### config.mk
export PLATFORM = sky130hd
export DESIGN_NAME = mem16_splitter
export DESIGN_NICKNAME = d
export VERILOG_FILES = /design/src/rtl/msp_pkg.sv /design/src/rtl/msp_req_check.sv /design/src/rtl/msp_lane_gen.sv /design/src/rtl/msp_rd_pack.sv /design/src/rtl/mem16_splitter.sv
export SDC_FILE = /design/constraint.sdc
export NUM_CORES = 1
export LEC_CHECK = 0
export BUFFER_PORTS_ARGS = -buffer_cell sky130_fd_sc_hd__buf_4
export CAP_MARGIN = 10
export CORE_ASPECT_RATIO = 1.1
export CORE_MARGIN = 2
export CORE_UTILIZATION = 53
export CTS_CLUSTER_SIZE = 40
export DETAILED_ROUTE_END_ITERATION = 6
export PLACE_DENSITY_LB_ADDON = 0.25
export SLEW_MARGIN = 0
export SYNTH_ARGS = -nofsm -noshare
export SYNTH_HDL_FRONTEND = slang
export SYNTH_SLANG_ARGS = --single-unit
export TNS_END_PERCENT = 5
### constraint.sdc
create_clock -name clk -period 2.75 [get_ports clk]
set_clock_uncertainty 0.15 [all_clocks]
set_input_delay 0.1375 -clock clk [delete_from_list [all_inputs] [get_ports clk]]
set_output_delay 0.1375 -clock clk [all_outputs]
set_load 0.02 [all_outputs]
### src/rtl/msp_pkg.sv
package msp_pkg;

    typedef enum logic [1:0] {
        SZ_BYTE = 2'd0,
        SZ_HALF = 2'd1,
        SZ_WORD = 2'd2,
        SZ_RSVD = 2'd3
    } size_e;

    typedef enum logic [1:0] {
        MD_ASYNC = 2'd0,
        MD_PAGE  = 2'd1,
        MD_SYNC  = 2'd2,
        MD_RSVD  = 2'd3
    } mode_e;

    typedef enum logic {
        ST_IDLE = 1'b0,
        ST_MEM  = 1'b1
    } st_e;

endpackage

### src/rtl/msp_req_check.sv
module msp_req_check
    import msp_pkg::*;
(
    input  logic       write,
    input  logic [1:0] size,
    input  logic [1:0] mode,
    input  logic       misaligned,
    output logic       refuse
);
    always_comb begin
        refuse = 1'b0;
        if (size == SZ_RSVD)                                 refuse = 1'b1;
        if (mode == MD_RSVD)                                 refuse = 1'b1;
        if (write && mode == MD_PAGE)                        refuse = 1'b1;
        if (write && size == SZ_BYTE && mode == MD_SYNC)     refuse = 1'b1;
        if (size != SZ_BYTE && misaligned)                   refuse = 1'b1;
    end
endmodule

### src/rtl/msp_lane_gen.sv
module msp_lane_gen
    import msp_pkg::*;
#(
    parameter int MEM_DW = 16,
    localparam int LANES  = MEM_DW / 8,
    localparam int LSB_W  = (LANES > 1) ? $clog2(LANES) : 1,
    localparam int BUS_DW = 2 * MEM_DW
) (
    input  logic [1:0]        size,
    input  logic              write,
    input  logic [LSB_W-1:0]  bsel,
    input  logic              hi_phase,
    input  logic [BUS_DW-1:0] wdata,
    output logic [LANES-1:0]  be_n,
    output logic [MEM_DW-1:0] mem_wd
);
    logic byte_wr;
    assign byte_wr = write && (size == SZ_BYTE);

    for (genvar g = 0; g < LANES; g++) begin : g_lane
        always_comb begin
            if (byte_wr) begin
                be_n[g]          = (bsel != LSB_W'(g));
                mem_wd[g*8 +: 8] = wdata[7:0];
            end else begin
                be_n[g]          = 1'b0;
                mem_wd[g*8 +: 8] = hi_phase ? wdata[MEM_DW + g*8 +: 8] : wdata[g*8 +: 8];
            end
        end
    end
endmodule

### src/rtl/msp_rd_pack.sv
module msp_rd_pack
    import msp_pkg::*;
#(
    parameter int MEM_DW = 16,
    localparam int LANES  = MEM_DW / 8,
    localparam int LSB_W  = (LANES > 1) ? $clog2(LANES) : 1,
    localparam int BUS_DW = 2 * MEM_DW
) (
    input  logic [1:0]        size,
    input  logic [LSB_W-1:0]  bsel,
    input  logic [MEM_DW-1:0] lo_word,
    input  logic [MEM_DW-1:0] hi_word,
    output logic [BUS_DW-1:0] rdata
);
    always_comb begin
        case (size)
            SZ_BYTE: rdata = BUS_DW'(lo_word[8*bsel +: 8]);
            SZ_HALF: rdata = BUS_DW'(lo_word);
            default: rdata = {hi_word, lo_word};
        endcase
    end
endmodule

### src/rtl/mem16_splitter.sv
module mem16_splitter
    import msp_pkg::*;
#(
    parameter int MEM_AW = 26,
    parameter int MEM_DW = 16,
    localparam int LANES   = MEM_DW / 8,
    localparam int LSB_W   = (LANES > 1) ? $clog2(LANES) : 1,
    localparam int BYTE_AW = MEM_AW + LSB_W,
    localparam int BUS_DW  = 2 * MEM_DW
) (
    input  logic               clk,
    input  logic               rst_n,
    input  logic               req_valid,
    input  logic               req_write,
    input  logic [1:0]         req_size,
    input  logic [1:0]         req_mode,
    input  logic [BYTE_AW-1:0] req_addr,
    input  logic [BUS_DW-1:0]  req_wdata,
    output logic               req_ready,
    output logic               rsp_error,
    output logic [BUS_DW-1:0]  rsp_rdata,
    output logic               mem_valid,
    output logic               mem_write,
    output logic [MEM_AW-1:0]  mem_addr,
    output logic [MEM_DW-1:0]  mem_wdata,
    output logic [LANES-1:0]   mem_be_n,
    input  logic               mem_ready,
    input  logic [MEM_DW-1:0]  mem_rdata
);
    typedef struct packed {
        st_e               st;
        logic              write;
        logic [1:0]        size;
        logic [LSB_W-1:0]  bsel;
        logic              hi;
        logic [MEM_AW-1:0] waddr;
        logic [BUS_DW-1:0] wdata;
        logic [MEM_DW-1:0] lo_data;
        logic              mvalid;
        logic              rdy;
        logic              err;
        logic [BUS_DW-1:0] rdata;
    } state_t;

    state_t q, d;

    logic              refuse;
    logic [LANES-1:0]  lane_be_n;
    logic [MEM_DW-1:0] lane_wd;
    logic [BUS_DW-1:0] packed_rd;
    logic [MEM_DW-1:0] lo_sel;

    msp_req_check u_check (
        .write      (req_write),
        .size       (req_size),
        .mode       (req_mode),
        .misaligned (|req_addr[LSB_W-1:0]),
        .refuse     (refuse)
    );

    msp_lane_gen #(.MEM_DW(MEM_DW)) u_lane (
        .size     (q.size),
        .write    (q.write),
        .bsel     (q.bsel),
        .hi_phase (q.hi),
        .wdata    (q.wdata),
        .be_n     (lane_be_n),
        .mem_wd   (lane_wd)
    );

    assign lo_sel = q.hi ? q.lo_data : mem_rdata;

    msp_rd_pack #(.MEM_DW(MEM_DW)) u_pack (
        .size    (q.size),
        .bsel    (q.bsel),
        .lo_word (lo_sel),
        .hi_word (mem_rdata),
        .rdata   (packed_rd)
    );

    always_comb begin
        d     = q;
        d.rdy = 1'b0;
        d.err = 1'b0;
        case (q.st)
            ST_IDLE: begin
                if (req_valid && !q.rdy) begin
                    if (refuse) begin
                        d.rdy = 1'b1;
                        d.err = 1'b1;
                    end else begin
                        d.st     = ST_MEM;
                        d.mvalid = 1'b1;
                        d.write  = req_write;
                        d.size   = req_size;
                        d.bsel   = req_addr[LSB_W-1:0];
                        d.hi     = 1'b0;
                        d.waddr  = req_addr[LSB_W +: MEM_AW];
                        d.wdata  = req_wdata;
                    end
                end
            end
            default: begin
                if (mem_ready) begin
                    if (q.size == SZ_WORD && !q.hi) begin
                        d.hi      = 1'b1;
                        d.waddr   = q.waddr + 1'b1;
                        d.lo_data = mem_rdata;
                    end else begin
                        d.st     = ST_IDLE;
                        d.mvalid = 1'b0;
                        d.rdy    = 1'b1;
                        if (!q.write) d.rdata = packed_rd;
                    end
                end
            end
        endcase
    end

    always_ff @(posedge clk or negedge rst_n) begin
        if (!rst_n) q <= '0;
        else        q <= d;
    end

    assign req_ready = q.rdy;
    assign rsp_error = q.err;
    assign rsp_rdata = q.rdata;
    assign mem_valid = q.mvalid;
    assign mem_write = q.write;
    assign mem_addr  = q.waddr;
    assign mem_wdata = lane_wd;
    assign mem_be_n  = q.mvalid ? lane_be_n : '1;

    // access fields stay put while the memory stalls
    a_r9_hold_access: assert property (@(posedge clk) disable iff (!rst_n)
        (mem_valid && !mem_ready) |=> (mem_valid && $stable(mem_addr) &&
                                       $stable(mem_be_n) && $stable(mem_wdata)));

    a_r9_ready_pulse: assert property (@(posedge clk) disable iff (!rst_n)
        req_ready |=> !req_ready);

    a_r9_ready_after_mem: assert property (@(posedge clk) disable iff (!rst_n)
        req_ready |-> !mem_valid);

    a_r8_error_no_access: assert property (@(posedge clk) disable iff (!rst_n)
        (req_valid && !mem_valid && !req_ready && refuse) |=> (rsp_error && req_ready && !mem_valid));

    a_r4_some_lane: assert property (@(posedge clk) disable iff (!rst_n)
        mem_valid |-> (mem_be_n != '1));

    a_r3_next_word: assert property (@(posedge clk) disable iff (!rst_n)
        (mem_valid && mem_ready && q.size == SZ_WORD && !q.hi) |=>
            (mem_valid && mem_addr == MEM_AW'($past(mem_addr) + 1'b1)));

    a_r1_idle_lanes: assert property (@(posedge clk) disable iff (!rst_n)
        !mem_valid |-> (mem_be_n == '1));

endmodule

## Word-level counts from Yosys, hierarchy flattened

Cells that the tools add are included.

- Multiplexer cells: 29
- Equality and inequality tests: 10
- Bitwise operators: 5
- Shift operators: 1
- Reduce and logical (&&, ||, !) cells: 18
- Add/subtract/negate cells: 1

Operator list:

| operator | number |
|---|---|
| 64-bit 2-to-1 mux | 2 |
| 27-bit 2-to-1 mux | 3 |
| 32-bit one-hot mux with 2 select lines | 1 |
| 8-bit 2-to-1 mux | 4 |
| 26-bit by 1-bit adder with 26-bit output (second input constant) | 1 |
| 16-bit 2-to-1 mux | 1 |
| 16-bit by 5-bit indexed part select with 8-bit output | 1 |
| 1-bit 2-to-1 mux | 12 |
| 4-bit AND reduction | 3 |
| 2-bit 2-to-1 mux | 5 |
| 2-bit equality test (second input constant) | 4 |
| 1-bit logical AND | 7 |
| 2-bit != test (second input constant) | 3 |
| 3-bit AND reduction | 2 |
| 1-bit inverter | 5 |
| 2-bit by 1-bit equality test with 1-bit output (second input constant) | 2 |
| 2-bit zero test | 2 |
| 2-bit nonzero test | 2 |
| 3-bit 2-to-1 mux | 1 |
| 1-bit zero test | 2 |
| 2-bit by 1-bit != test with 1-bit output (second input constant) | 1 |

- Logic and storage cells: 76
- Output and inout bits: 80
- Flip-flop bits (word level): 115

## Longest topological paths before layout

Gate-level depths: netlist of the first run.

- Depth in word-level cells: 9
- Depth in mapped cells: 8
- Depth with buffers taken out: 6

## By module

Synthesis of the first run repeated with hierarchy kept, for this count alone.

- Cells, all modules: 667
- Area, all modules: 6389.9 µm²

Modules (own cells, without submodules):

| module | sequential area each (µm²) | cells an instance | times used | area each (µm²) |
|---|---|---|---|---|
| mem16_splitter | 2877.8 | 572 | 1 | 5662.9 |
| msp_lane_gen | 0.0 | 54 | 1 | 412.9 |
| msp_rd_pack | 0.0 | 36 | 1 | 279.0 |
| msp_req_check | 0.0 | 5 | 1 | 35.0 |

## Worst setup path after synthesis of the first run

OpenSTA, ideal clock, no wires.

- Kind: flip-flop to flip-flop
- Start: reg q, in the netlist mem_addr[5]
- End: reg q, in the netlist mem_addr[23]
- Data required time: 2.474 ns
- Setup slack: 0.688 ns
- Buffers on the path: 1
- Period minus slack after synthesis: 2.062 ns
- Arrival time: 1.786 ns
- Cell stages (with the launch flop): 7
- Library setup time: 0.126 ns
- Cells stage by stage: dfrtp_1 -> nand3_2 -> or4_1 -> buf_2 -> nor4_4 -> o22ai_1 -> a221o_1

- Longest elaborated chain between the ends: 4

Ends and longest elaborated chain:

| what | line | text |
|---|---|---|
| from (decl) | mem16_splitter.sv:45 | `state_t q, d;` |
| from (signal assigned) | mem16_splitter.sv:121 | `if (!rst_n) q <= '0;` |
| from (signal assigned) | mem16_splitter.sv:122 | `else q <= d;` |
| 26-bit by 1-bit adder with 26-bit output | mem16_splitter.sv:107 | `d.waddr = q.waddr + 1'b1;` |
| 27-bit 2-to-1 mux | mem16_splitter.sv:105 | `if (q.size == SZ_WORD && !q.hi) begin` |
| 27-bit 2-to-1 mux | mem16_splitter.sv:104 | `if (mem_ready) begin` |
| 27-bit 2-to-1 mux | mem16_splitter.sv:85 | `case (q.st)` |

Every way passes these cells. The select of a mux whose other input is x is not followed.
A chain may end at the register's enable or synchronous reset.

## Final worst setup path of the first run

- Start: reg q[112] (netlist bit)
- End: out mem_wdata[1]

- Longest elaborated chain between the ends: 3

Ends and longest elaborated chain:

| what | line | text |
|---|---|---|
| 2-bit zero test | msp_lane_gen.sv:18 | `assign byte_wr = write && (size == SZ_BYTE);` |
| 1-bit logical AND | msp_lane_gen.sv:18 |  |
| 8-bit 2-to-1 mux | msp_lane_gen.sv:22 | `if (byte_wr) begin` |
| to (decl) | mem16_splitter.sv:25 | `output logic [MEM_DW-1:0] mem_wdata,` |

Every way passes these cells.

==> implementation parameters, run 1 <==
Parameter                              Value

Drt
  Post-route ant nets ... 0
  First-pass iteration count of the detailed router ... 5
  Routed wire length ... between 15000 and 20000 µm
  First-iteration detailed-routing DRC count ... 470
  Routed length per placed instance ... between 15 and 20 µm
  Vias post-DR ... about 5700
  DRC viols ... 0
  Vias per cell ... between 5 and 6

Clocking
  CTS root buffer ... sky130_fd_sc_hd__clkbuf_16
  Clock transition at the registers of the reported paths ... approximately 50 ps
  H-Tree Depth ... 4
  Clock tree from TritonCTS ... built
  Clock net sink count ... between 100 and 150
  Max clock buf depth ... 2
  Clock Latency Late Sink ... around 410 ps
  Gates resized, CTS repair ... 0
  Num CTS Buffers ... 17

Final layout
  Number of fill cells in the layout ... ~760
  Synth-to-layout area growth ... 39.25%
  Share of layout cells above drive strength 1 ... a little over a quarter
  Final-stage net count ... approximately 950
  Number of antenna diodes ... 0
  Number of standard cells in the layout, taps in and fillers out ... roughly 1000
  Final design area excluding fillers ... 8429 µm²

Yosys
  Multiplexer share of the synthesized area ... 8.123%
  Synthesized area per cell ... just under 9 µm²
  Proportion of register bits with asynchronous set or reset after synthesis ... 100.0%
  Flops & latches, synth ... around 120
  Distinct cells, synth ... 49
  Most instantiated flip-flop cell in the synthesis netlist ... sky130_fd_sc_hd__dfrtp_1
  Combinational family with the most area after synthesis ... simple AND/OR/NAND/NOR gates
  Number of standard cells after synthesis ... approximately 680
  Synth Net Count ... approximately 760
  Synthesized-area fraction occupied by xor and xnor cells ... 0%
  Part of the Yosys area used for sequential elements ... between 40 and 50%
  Synthesis warning total ... 0
  Post-synthesis cell type with the largest combined area ... sky130_fd_sc_hd__dfrtp_1
  Simple-Gate Fraction of Synth Area ... 23.85%
  Synth top area cells ... sky130_fd_sc_hd__dfrtp_1 (48%), sky130_fd_sc_hd__nand2_1 (15%), sky130_fd_sc_hd__buf_4 (7.2%), sky130_fd_sc_hd__mux2i_1 (3.5%), sky130_fd_sc_hd__a221o_1 (3.3%)
  Share of the synthesized area in compound gates (AO/OA/AOI/OAI) ... a little over a tenth
  Count of flip-flops with a built-in enable after synthesis ... 0
  Netlist Area Pre-Place ... 6053 µm²
  Area share of the largest cell type after synthesis ... between 40% and 50%
  Adder-Cell Fraction of Synth Area ... 0.2067%

Power
  Switching power of the nets ... approximately 3.9 mW
  Net switching fraction of the power ... around two fifths
  Clock share of power ... a little over a fifth
  Cell Pwr Density ... ~1100 nW/µm²
  Relative contribution of sequential cells to total power ... 33.3%
  Max IR drop VDD ... 664.8 µV
  Proportion of power drawn by combinational gates ... between 40 and 50%
  Final total power ... 9.548 mW
  Static Leak ... between 4 and 5 nW
  Pint ... between 5 and 6 mW

Timing
  Final setup vio count ... 0
  Clock period minus worst slack ... 2439 ps
  Worst slew slack as a fraction of its limit ... around 30%
  Achievable frequency ... about 410 MHz
  Slew at the pin closest to its max-slew limit ... roughly 1100 ps
  Tcrit/Tclk final ... about nine tenths
  Final max-slew violation count ... 0
  Unrepaired setup endpoints after global routing ... no
  TNS Setup ... 0 ps
  Fin worst setup slack ... a little over 300 ps
  Final Hold Violating Endpoints ... 0

Worst setup path
  Reg2reg start ... mem_addr[0]
  R2R Setup Slk ... 480 ps
  Worst Path Class, Setup ... reg2out
  Startpoint Class ... flop
  Critical Path RT ... 2460 ps
  Worst Setup SP ... q[112]
  Data arrival time at the worst-slack endpoint ... around 2200 ps
  Highest fanout seen on the critical path ... 8
  Critical path endpoint category ... output pin

Min path
  Type of the tightest min-delay check ... in2async

Outcome
  Result of the run ... finished, final reports clean

Floorplanning
  Initial standard-cell utilization of the core ... 54.98%
  Standard-cell row count ... 40
  Die boundary width ... approximately 110 µm
  Top-Level Pins ... 164
  Die Outline Area ... around 12000 µm²
  Core area ... between 10000 and 15000 µm²
  Height of the die ... roughly 120 µm

Job
  Max Cap Viol ... 0

GRT
  Global route total overflow ... 0
  Maximum number of pins on one net before global-route repair ... between 50 and 60
  Global-route wire length before repair ... ~29000 µm
  Antenna violations before repair ... 0
  Number of global-route vias before repair ... just under 6000
  GRT Resource Usage Total ... 30.38%

Placed design
  Area post-placement ... around 7100 µm²
  Total half-perimeter wirelength after legalization and detailed placement ... approximately 12000 µm
  Cell Count Post-Placement ... between 900 and 1000
  Placer congestion estimate ... between 0.8 and 0.9
  Buffers added on ports ... 163
  Worst slack after detailed placement ... around 530 ps
==> path summary, 6_finish.rpt <==
path | end | cells after the start
max | mem_wdata[1] | 5
min | rsp_rdata[22] | 2
max reg2reg | mem_addr[16] | 6
min reg2reg | q[69] | 2
max in group asynchronous | rsp_rdata[7] | 3
min in group clk | req_ready | 4
==> registers in the layout, summed over array words and instances (netlist names) <==
register / cells
mem_valid: 1
req_ready: 1
rsp_rdata: 32
mem_write: 1
q: 53
rsp_error: 1
mem_addr: 26
==> worst max-delay path, stage by stage (launching register included) <==
cell                      delay, ps
sky130_fd_sc_hd__dfrtp_1        430
sky130_fd_sc_hd__nor2_2         300
sky130_fd_sc_hd__nand2_1        140
sky130_fd_sc_hd__nand2_1        320
sky130_fd_sc_hd__mux2_2         390
sky130_fd_sc_hd__buf_4          160
==> metal layers <==
| layer | routed length (µm) | vias to the layer above | track usage (%) | part of all wire, % |
|---|---|---|---|---|
| li1 | - | 2640 | - | - |
| met4 | 799 | 0 | 17.89 | 4.5 |
| met5 | 0 | - | 0 | 0 |
| met2 | 9257 | 284 | 52.95 | 52 |
| met3 | 1153 | 69 | 6.749 | 6.4 |
| met1 | 6742 | 2728 | 34.59 | 38 |
==> repair_timing <==
item	CTS	global route
hold endpoints to repair	147	0
hold buffers	82	0
buffers inserted	0	0
==> power groups by stage <==
stage / Combinational, mW / Clock (mW) / Sequential, mW
2_1_floorplan: 3.13 / 0 / 2.96
3_3_place_gp: 4.05 / 0 / 3.11
3_5_place_dp: 4.15 / 0 / 3.16
4_1_cts: 4.27 / 2.08 / 3.14
5_1_grt: 4.66 / 2.17 / 3.28
6_report: 4.30 / 2.07 / 3.18
==> synth_stat cells (3+ instances only) <==
cell type                    n
sky130_fd_sc_hd__mux4_2      8
sky130_fd_sc_hd__buf_1       9
sky130_fd_sc_hd__nand3_1    15
sky130_fd_sc_hd__nor3b_1     4
sky130_fd_sc_hd__and3_1      6
sky130_fd_sc_hd__nand4_1     9
sky130_fd_sc_hd__o31ai_1    10
sky130_fd_sc_hd__nor2_1     20
sky130_fd_sc_hd__buf_2       7
sky130_fd_sc_hd__mux2_2      9
sky130_fd_sc_hd__o211ai_1    3
sky130_fd_sc_hd__o21ai_0    26
sky130_fd_sc_hd__or3_1       6
sky130_fd_sc_hd__dfrtp_1   115
sky130_fd_sc_hd__or4_1       5
sky130_fd_sc_hd__buf_4      58
sky130_fd_sc_hd__a221o_1    20
sky130_fd_sc_hd__clkbuf_1   20
sky130_fd_sc_hd__nand2_1   246
sky130_fd_sc_hd__a21oi_1    15
sky130_fd_sc_hd__and2_1      3
sky130_fd_sc_hd__mux2i_1    21
sky130_fd_sc_hd__nor3_1      5
==> placed cells by master, fill, tap and decap left out, types with 3 or more instances in the layout <==
master and n:
sky130_fd_sc_hd__a21oi_1 15, sky130_fd_sc_hd__a221o_1 20, sky130_fd_sc_hd__and2_1 3, sky130_fd_sc_hd__and3_1 6, sky130_fd_sc_hd__buf_4 183, sky130_fd_sc_hd__clkbuf_1 3, sky130_fd_sc_hd__clkbuf_16 17, sky130_fd_sc_hd__clkbuf_8 5
sky130_fd_sc_hd__clkinv_2 4, sky130_fd_sc_hd__dfrtp_1 115, sky130_fd_sc_hd__dlygate4sd3_1 82, sky130_fd_sc_hd__mux2_2 9, sky130_fd_sc_hd__mux2i_1 21, sky130_fd_sc_hd__mux4_2 8, sky130_fd_sc_hd__nand2_1 246, sky130_fd_sc_hd__nand3_1 15
sky130_fd_sc_hd__nand4_1 9, sky130_fd_sc_hd__nor2_1 20, sky130_fd_sc_hd__nor3_1 5, sky130_fd_sc_hd__nor3b_1 4, sky130_fd_sc_hd__o211ai_1 3, sky130_fd_sc_hd__o21ai_0 26, sky130_fd_sc_hd__o31ai_1 10, sky130_fd_sc_hd__or3_1 6
sky130_fd_sc_hd__or4_1 5
==> kinds of logic after synthesis <==
group           after synthesis
simple gates                334
flops                       115
buf+inv                      97
compound gates               91
mux                          38
fa+ha+maj                     1
==> metrics by stage <==
step	utilization, %	hold WS (ps)
floorplan	-	-308.1
CTS	76.56	105.5
detailed placement	64.06	27.37
global placement	64.06	20.87
global route	76.56	177.3
finish	76.56	116.5
==> layout make-up <==
class,count,area [µm²],share of cell area [%]
clock inverters,5,50.05,0.5937
inverters,3,11.26,0.1336
multi-input cells,464,2586,30.68
well taps,147,183.9,2.182
repair buffers,266,2215,26.27
clock buffers,25,505.5,5.997
flip-flops and latches,115,2878,34.14
No activity file was read; power rests on OpenSTA's default activity.
==> run 2: changes to the inputs <==
--- a/config.mk
+++ b/config.mk
@@ -9,7 +9,7 @@
 export CAP_MARGIN = 10
 export CORE_ASPECT_RATIO = 1.1
 export CORE_MARGIN = 2
-export CORE_UTILIZATION = 53
+export CORE_UTILIZATION = 30
 export CTS_CLUSTER_SIZE = 40
 export DETAILED_ROUTE_END_ITERATION = 6
 export PLACE_DENSITY_LB_ADDON = 0.25
==> run 2 against run 1 <==
Against the previous run: via count is 5.4% lower; sequential share of layout area is 0.67 points lower; combinational power hardly changed; count of clock-buffer cells in the layout is 8 lower; non-clock buffer count stayed put; worst setup slack worse by 13 ps; critical endpoint is now mem_addr[23]; largest cell class unchanged.
==> implementation parameters, run 2 (synthesis gave the netlist of run 1 again) <==
Parameter                              Value

Power
  Final total power ... between 9 and 10 mW
  Clock share of power ... a little under a quarter
  Max IR drop VDD ... just over 500 µV
  Pint ... about 5.7 mW
  Net switching fraction of the power ... 40.70%
  Relative contribution of sequential cells to total power ... about a third
  Switching power of the nets ... a little under 4 mW
  Proportion of power drawn by combinational gates ... 44.6%
  Cell Pwr Density ... between 1000 and 1500 nW/µm²
  Static Leak ... between 4 and 5 nW

Timing
  Tcrit/Tclk final ... around nine tenths
  Final Hold Violating Endpoints ... 0
  Final max-slew violation count ... 0
  Clock period minus worst slack ... 2451 ps
  Unrepaired setup endpoints after global routing ... no
  Achievable frequency ... between 400 and 500 MHz
  Final setup vio count ... 0
  Slew at the pin closest to its max-slew limit ... between 1000 and 1500 ps
  Worst slew slack as a fraction of its limit ... 31.13%
  TNS Setup ... 0 ps

Drt
  Post-route ant nets ... 0
  Routed wire length ... 18300 µm
  Vias post-DR ... 5414
  Amount of wire on met3 after detailed routing ... approximately 730 µm
  Routed length per placed instance ... between 15 and 20 µm
  Total routed wire length on the met1 layer ... between 8000 and 9000 µm
  DR WL met2 ... a little under 9000 µm
  First-iteration detailed-routing DRC count ... around 310
  DRC viols ... 0
  Vias per cell ... between 4 and 5
  First-pass iteration count of the detailed router ... 4
  Top Metal Used ... met4

Final layout
  Number of antenna diodes ... 0
  Share of layout cells above drive strength 1 ... a little over a quarter
  Register with the most flip-flops ... q
  Most frequent cells in the layout ... sky130_fd_sc_hd__nand2_1 (246), sky130_fd_sc_hd__buf_4 (182), sky130_fd_sc_hd__dfrtp_1 (115)
  Synth-to-layout area growth ... 42.04%
  Number of flip-flops in the largest register ... 53
  Final-stage net count ... 952
  Leading cell type in the layout, fill and taps excluded ... sky130_fd_sc_hd__nand2_1

Min path
  Number of cells on the worst hold path ... 4
  Launch instance of the worst min-delay path ... req_mode[1]
  Type of the tightest min-delay check ... in2reg
  Worst Hold Path EP ... req_ready

Placed design
  Total half-perimeter wirelength after legalization and detailed placement ... between 10000 and 15000 µm
  Buffers added on ports ... 163
  Placer congestion estimate ... 0.8094

Worst setup path
  Cell type group with the largest total delay on the critical path ... buffers and inverters
  Crit-path cells ... dlygate4sd3_1, buf_4, nor3b_1, o21ai_0, and4_2, buf_4, o22ai_1, a221o_1
  Critical Path RT ... roughly 2900 ps
  Largest incremental delay on the critical path ... 570 ps
  Crit-path slowest cell ... sky130_fd_sc_hd__dlygate4sd3_1
  Number of cells on the worst reg-to-reg path ... 6
  Reg2reg start ... q[109]
  Data arrival time at the worst-slack endpoint ... 2600 ps
  Startpoint Class ... input pin
  Critical Path Most Common Cell ... sky130_fd_sc_hd__buf_4
  Worst R2R End ... mem_addr[4]
  Worst Path Class, Setup ... in2reg
  Critical path endpoint category ... flop
  R2R Setup Slk ... 470 ps
  Highest fanout seen on the critical path ... just over 60
  Critical path buffers and inverters ... 3

Outcome
  Result of the run ... finished, final reports clean

GRT
  Maximum number of pins on one net before global-route repair ... 63
  GRT Resource Usage Total ... around 18%
  Antenna violations before repair ... 0
  Number of global-route vias before repair ... around 5500
  Global-route wire length before repair ... between 20000 and 30000 µm
  Global route total overflow ... 0

Clocking
  Num CTS Buffers ... 17
  Clock transition at the registers of the reported paths ... roughly 60 ps
  Clock Latency Late Sink ... 420 ps
  Clock tree from TritonCTS ... built
  Max clock buf depth ... 2
  H-Tree Depth ... 4
  CTS root buffer ... sky130_fd_sc_hd__clkbuf_16
  Clock net sink count ... around 120

Floorplanning
  Top-Level Pins ... 164
  Die Outline Area ... 21330 µm²
  Die boundary width ... roughly 140 µm
  Initial standard-cell utilization of the core ... 30.58%
  Standard-cell row count ... 54
  Core area ... ~20000 µm²
  Height of the die ... 153.0 µm

Job
  Max Cap Viol ... 0
==> run 2: cell types whose count changed in the layout (fill, tap and decap cells not counted), sizes merged <==
| cell | previous run | this run |
|---|---|---|
| clkinvlp | 0 | 7 |
| bufinv | 1 | 2 |
| inv | 2 | 4 |
| dlygate4sd3 | 82 | 83 |
| clkbuf | 25 | 17 |
| buf | 184 | 183 |
==> run 2: power groups by stage <==
stage	clock network (mW)	registers [mW]	logic [mW]
finish	2.19	3.13	4.28
global route	2.33	3.27	4.69
CTS	2.24	3.13	4.35
detailed placement	0	3.15	4.24
global placement	0	3.15	4.20
floorplan	0	2.96	3.13
==> run 2: final cells by class <==
| class | instances | area [µm²] |
|---|---|---|
| clock buffers | 17 | 425.4 |
| flip-flops and latches | 115 | 2878 |
| repair buffers | 266 | 2217 |
| well taps | 252 | 315.3 |
| inverters | 3 | 11.26 |
| clock inverters | 15 | 160.2 |
| multi-input cells | 464 | 2591 |
| fillers | 1936 | 11200 |
==> run 2: worst min-delay path, stage by stage <==
cell	delay, ps
sky130_fd_sc_hd__buf_4	110
sky130_fd_sc_hd__o21ai_0	120
sky130_fd_sc_hd__a31oi_1	120
sky130_fd_sc_hd__nand2b_1	140
==> run 2: timing repair <==
item                       4_1_cts  5_1_grt
setup endpoints to repair        0        0
hold endpoints to repair       221        0
hold buffers                    83        0
resized for setup                0        0
buffers inserted                 0        0
==> run 2: how the worst max path moves through the flow <==
stage,start,slack [ps],cells after the start,to
final,req_write,300,8,mem_addr[23]
after global placement,q[109],430,6,mem_addr[9]
after global routing,req_write,180,8,mem_addr[23]
after detailed placement,q[109],400,6,mem_addr[4]
after floorplan,mem_addr[5],690,6,mem_addr[23]
after CTS,req_write,310,8,mem_addr[23]
==> run 2: layer usage <==
metal / vias to the layer above / global-route usage, %
li1: 2652 / -
met3: 20 / 3.853
met2: 144 / 28.29
met4: 0 / 6.349
met1: 2598 / 23.50
met5: - / 0
==> run 2: stage by stage <==
step | instances | hold WS [ps] | setup WS [ps] | instance area [µm²] | utilization [%]
4_1_cts | 1132 | 88.60 | 314.7 | 8598 | 43.43
3_5_place_dp | 1017 | -163.8 | 401.1 | 7182 | 36.28
2_1_floorplan | 676 | -308.1 | 687.7 | 6053 | -
6_report | 1132 | 103.1 | 298.7 | 8598 | 43.43
5_1_grt | 1132 | 111.2 | 175.8 | 8598 | 43.43
3_3_place_gp | 1017 | -166.8 | 430.2 | 7182 | 36.28
==> run 3: changes to the inputs <==
==> constraint.sdc (replaced) <==
create_clock -name clk -period 2 [get_ports clk]
set_clock_uncertainty 0.15 [all_clocks]
set_input_delay 0.1 -clock clk [delete_from_list [all_inputs] [get_ports clk]]
set_output_delay 0.1 -clock clk [all_outputs]
set_load 0.02 [all_outputs]
==> run 3 against run 2 <==
Against the previous run: core utilization rose by 3.5 points; total power up 49%; cell area is 8.0% higher; die area unchanged.
==> implementation parameters, run 3 (synthesis gave the netlist of run 1 again) <==
Parameter                              Value

Worst setup path
  Crit-path cells ... buf_6, nor2_4, nand2_4, nand2_8, mux2_4, buf_6
  Critical Path Most Common Cell ... sky130_fd_sc_hd__buf_6
  Critical path endpoint category ... output pin
  Worst R2R End ... mem_addr[9]
  Worst Setup SP ... q[111]
  Highest fanout seen on the critical path ... 8
  Worst Path Class, Setup ... reg2out
  Startpoint Class ... flop
  R2R Setup Slk ... approximately 10 ps
  Critical Path RT ... 1750 ps
  Critical path buffers and inverters ... 2
  Largest incremental delay on the critical path ... roughly 400 ps
  Number of cells on the worst reg-to-reg path ... 6
  Cell type group with the largest total delay on the critical path ... flip-flops
  Reg2reg start ... mem_addr[1]
  Data arrival time at the worst-slack endpoint ... 1750 ps
  Crit-path slowest cell ... sky130_fd_sc_hd__dfrtp_1

Timing
  Fin worst setup slack ... around 2.7 ps
  Hold slack ... 16.12 ps
  Unrepaired setup endpoints after global routing ... yes
  Worst slew slack as a fraction of its limit ... between 70% and 80%
  Final max-slew violation count ... 0
  Slew at the pin closest to its max-slew limit ... between 400 and 500 ps
  Achievable frequency ... around 500 MHz
  TNS Setup ... 0 ps
  Clock period minus worst slack ... approximately 2000 ps
  Tcrit/Tclk final ... between 90 and 100%
  Final setup vio count ... 0
  Final Hold Violating Endpoints ... 0

GRT
  Maximum number of pins on one net before global-route repair ... between 50 and 60
  Antenna violations before repair ... 0
  Number of global-route vias before repair ... between 5000 and 6000
  Global-route wire length before repair ... 29170 µm
  Global route total overflow ... 0
  GRT Resource Usage Total ... between 15 and 20%

Final layout
  Fraction of the core area covered by cells at the end of the flow ... between 40% and 50%
  Leading cell type in the layout, fill and taps excluded ... sky130_fd_sc_hd__nand2_1
  Number of antenna diodes ... 0
  Number of flip-flops in the largest register ... 53
  Most frequent cells in the layout ... sky130_fd_sc_hd__nand2_1 (241), sky130_fd_sc_hd__buf_4 (218), sky130_fd_sc_hd__dfrtp_1 (115)
  Synth-to-layout area growth ... 53.35%
  Register with the most flip-flops ... q
  Share of layout cells above drive strength 1 ... around a third
  Final-stage net count ... between 1000 and 1500

Drt
  Routed wire length ... between 15000 and 20000 µm
  Routed length per placed instance ... roughly 16 µm
  Post-route ant nets ... 0
  Vias post-DR ... 5597
  First-iteration detailed-routing DRC count ... 341
  DRC viols ... 0
  Vias per cell ... about 4.7
  First-pass iteration count of the detailed router ... 4

Floorplanning
  Standard-cell row count ... 54
  Height of the die ... ~150 µm
  Initial standard-cell utilization of the core ... ~31%
  Core area ... roughly 20000 µm²
  Top-Level Pins ... approximately 160
  Die boundary width ... ~140 µm
  Die Outline Area ... about 21000 µm²

Power
  Final total power ... roughly 14 mW
  Pint ... ~8.6 mW
  Cell Pwr Density ... 1546 nW/µm²
  Switching power of the nets ... 5.790 mW
  Clock share of power ... about a fifth
  Relative contribution of sequential cells to total power ... between 20% and 30%
  Static Leak ... 4.505 nW
  Max IR drop VDD ... 759.0 µV
  Net switching fraction of the power ... 40.35%
  Proportion of power drawn by combinational gates ... 50.1%

Clocking
  Num CTS Buffers ... 17
  Clock transition at the registers of the reported paths ... ~60 ps
  Clock tree from TritonCTS ... built
  CTS root buffer ... sky130_fd_sc_hd__clkbuf_16
  H-Tree Depth ... 4
  Clock Latency Late Sink ... 420 ps
  Max clock buf depth ... 2
  Clock net sink count ... 115

Min path
  Type of the tightest min-delay check ... in2async

Job
  Max Cap Viol ... 0

Outcome
  Result of the run ... finished, final reports clean

Placed design
  Placer congestion estimate ... 0.8215
  Total half-perimeter wirelength after legalization and detailed placement ... 12890 µm
  Buffers added on ports ... between 150 and 200
  Worst slack after detailed placement ... -103.0 ps
==> run 3: changes by cell type in the layout (fill, tap and decap cells not counted), moves of 6 or more <==
cell | previous run | this run
sky130_fd_sc_hd__buf_4 | 182 | 218
sky130_fd_sc_hd__buf_6 | 0 | 13
sky130_fd_sc_hd__clkinvlp_4 | 7 | 0
sky130_fd_sc_hd__inv_6 | 1 | 8
sky130_fd_sc_hd__mux2_2 | 9 | 1
sky130_fd_sc_hd__mux2_4 | 0 | 8
sky130_fd_sc_hd__nor2_1 | 20 | 14
==> run 3: layout make-up <==
cell class / instances / area, µm²
tap: 252 / 315.3
clock buffer: 17 / 425.4
inverter: 3 / 11.26
timing repair buffer: 320 / 2749
sequential: 115 / 2878
clock inverter: 15 / 160.2
fill: 1887 / 10510
multi-input combinational: 464 / 2744
==> run 3: worst register-to-register path: cells and delay by family, from the launching register on <==
family          cells  cell delay [ps]
simple gates        3              930
flops               1              390
compound gates      2              290
buf+inv             1              170
==> run 3: repair_timing <==
| action | CTS | global route |
|---|---|---|
| buffers inserted | 3 | 7 |
| gates resized for setup | 27 | 36 |
| endpoints found under the hold margin | 224 | 0 |
| cloned | 0 | 1 |
| pin swaps | 7 | 9 |
| endpoints found under the setup margin | 35 | 81 |
| hold buffers | 82 | 0 |
==> run 3: power by group through the flow <==
stage	registers [mW]	logic (mW)	clock network (mW)
after detailed placement	4.13	6.48	0
after global placement	4.11	6.44	0
after CTS	4.11	6.91	3.08
after floorplan	4.07	4.30	0
after global routing	4.29	7.77	3.20
final	4.15	7.19	3.01
==> run 3: through the flow <==
step / instance area [µm²] / cells
detailed placement: 7550 / 1061
finish: 9283 / 1186
floorplan: 6060 / 676
global placement: 7550 / 1061
global route: 9283 / 1186
CTS: 9074 / 1178
==> run 3: how the worst max path moves through the flow <==
| stage | endpoint | slack, ps | cells after the start |
|---|---|---|---|
| 2_1_floorplan | mem_addr[24] | -10 | 7 |
| 3_3_place_gp | mem_addr[15] | -80 | 5 |
| 3_5_place_dp | mem_addr[19] | -100 | 4 |
| 4_1_cts | mem_wdata[7] | -40 | 6 |
| 5_1_grt | mem_addr[9] | -100 | 6 |
| 6_report | mem_wdata[3] | 3 | 6 |
==> run 3: layer usage <==
layer  share of wire [%]  vias up  track usage, %  routed length [µm]
met5                   0        -               0                   0
met4                 1.2        0           5.243                 228
met3                 4.4       18           3.477                 813
met2                  49      137           28.10                9130
met1                  45     2681           23.14                8453
li1                    -     2761               -                   -
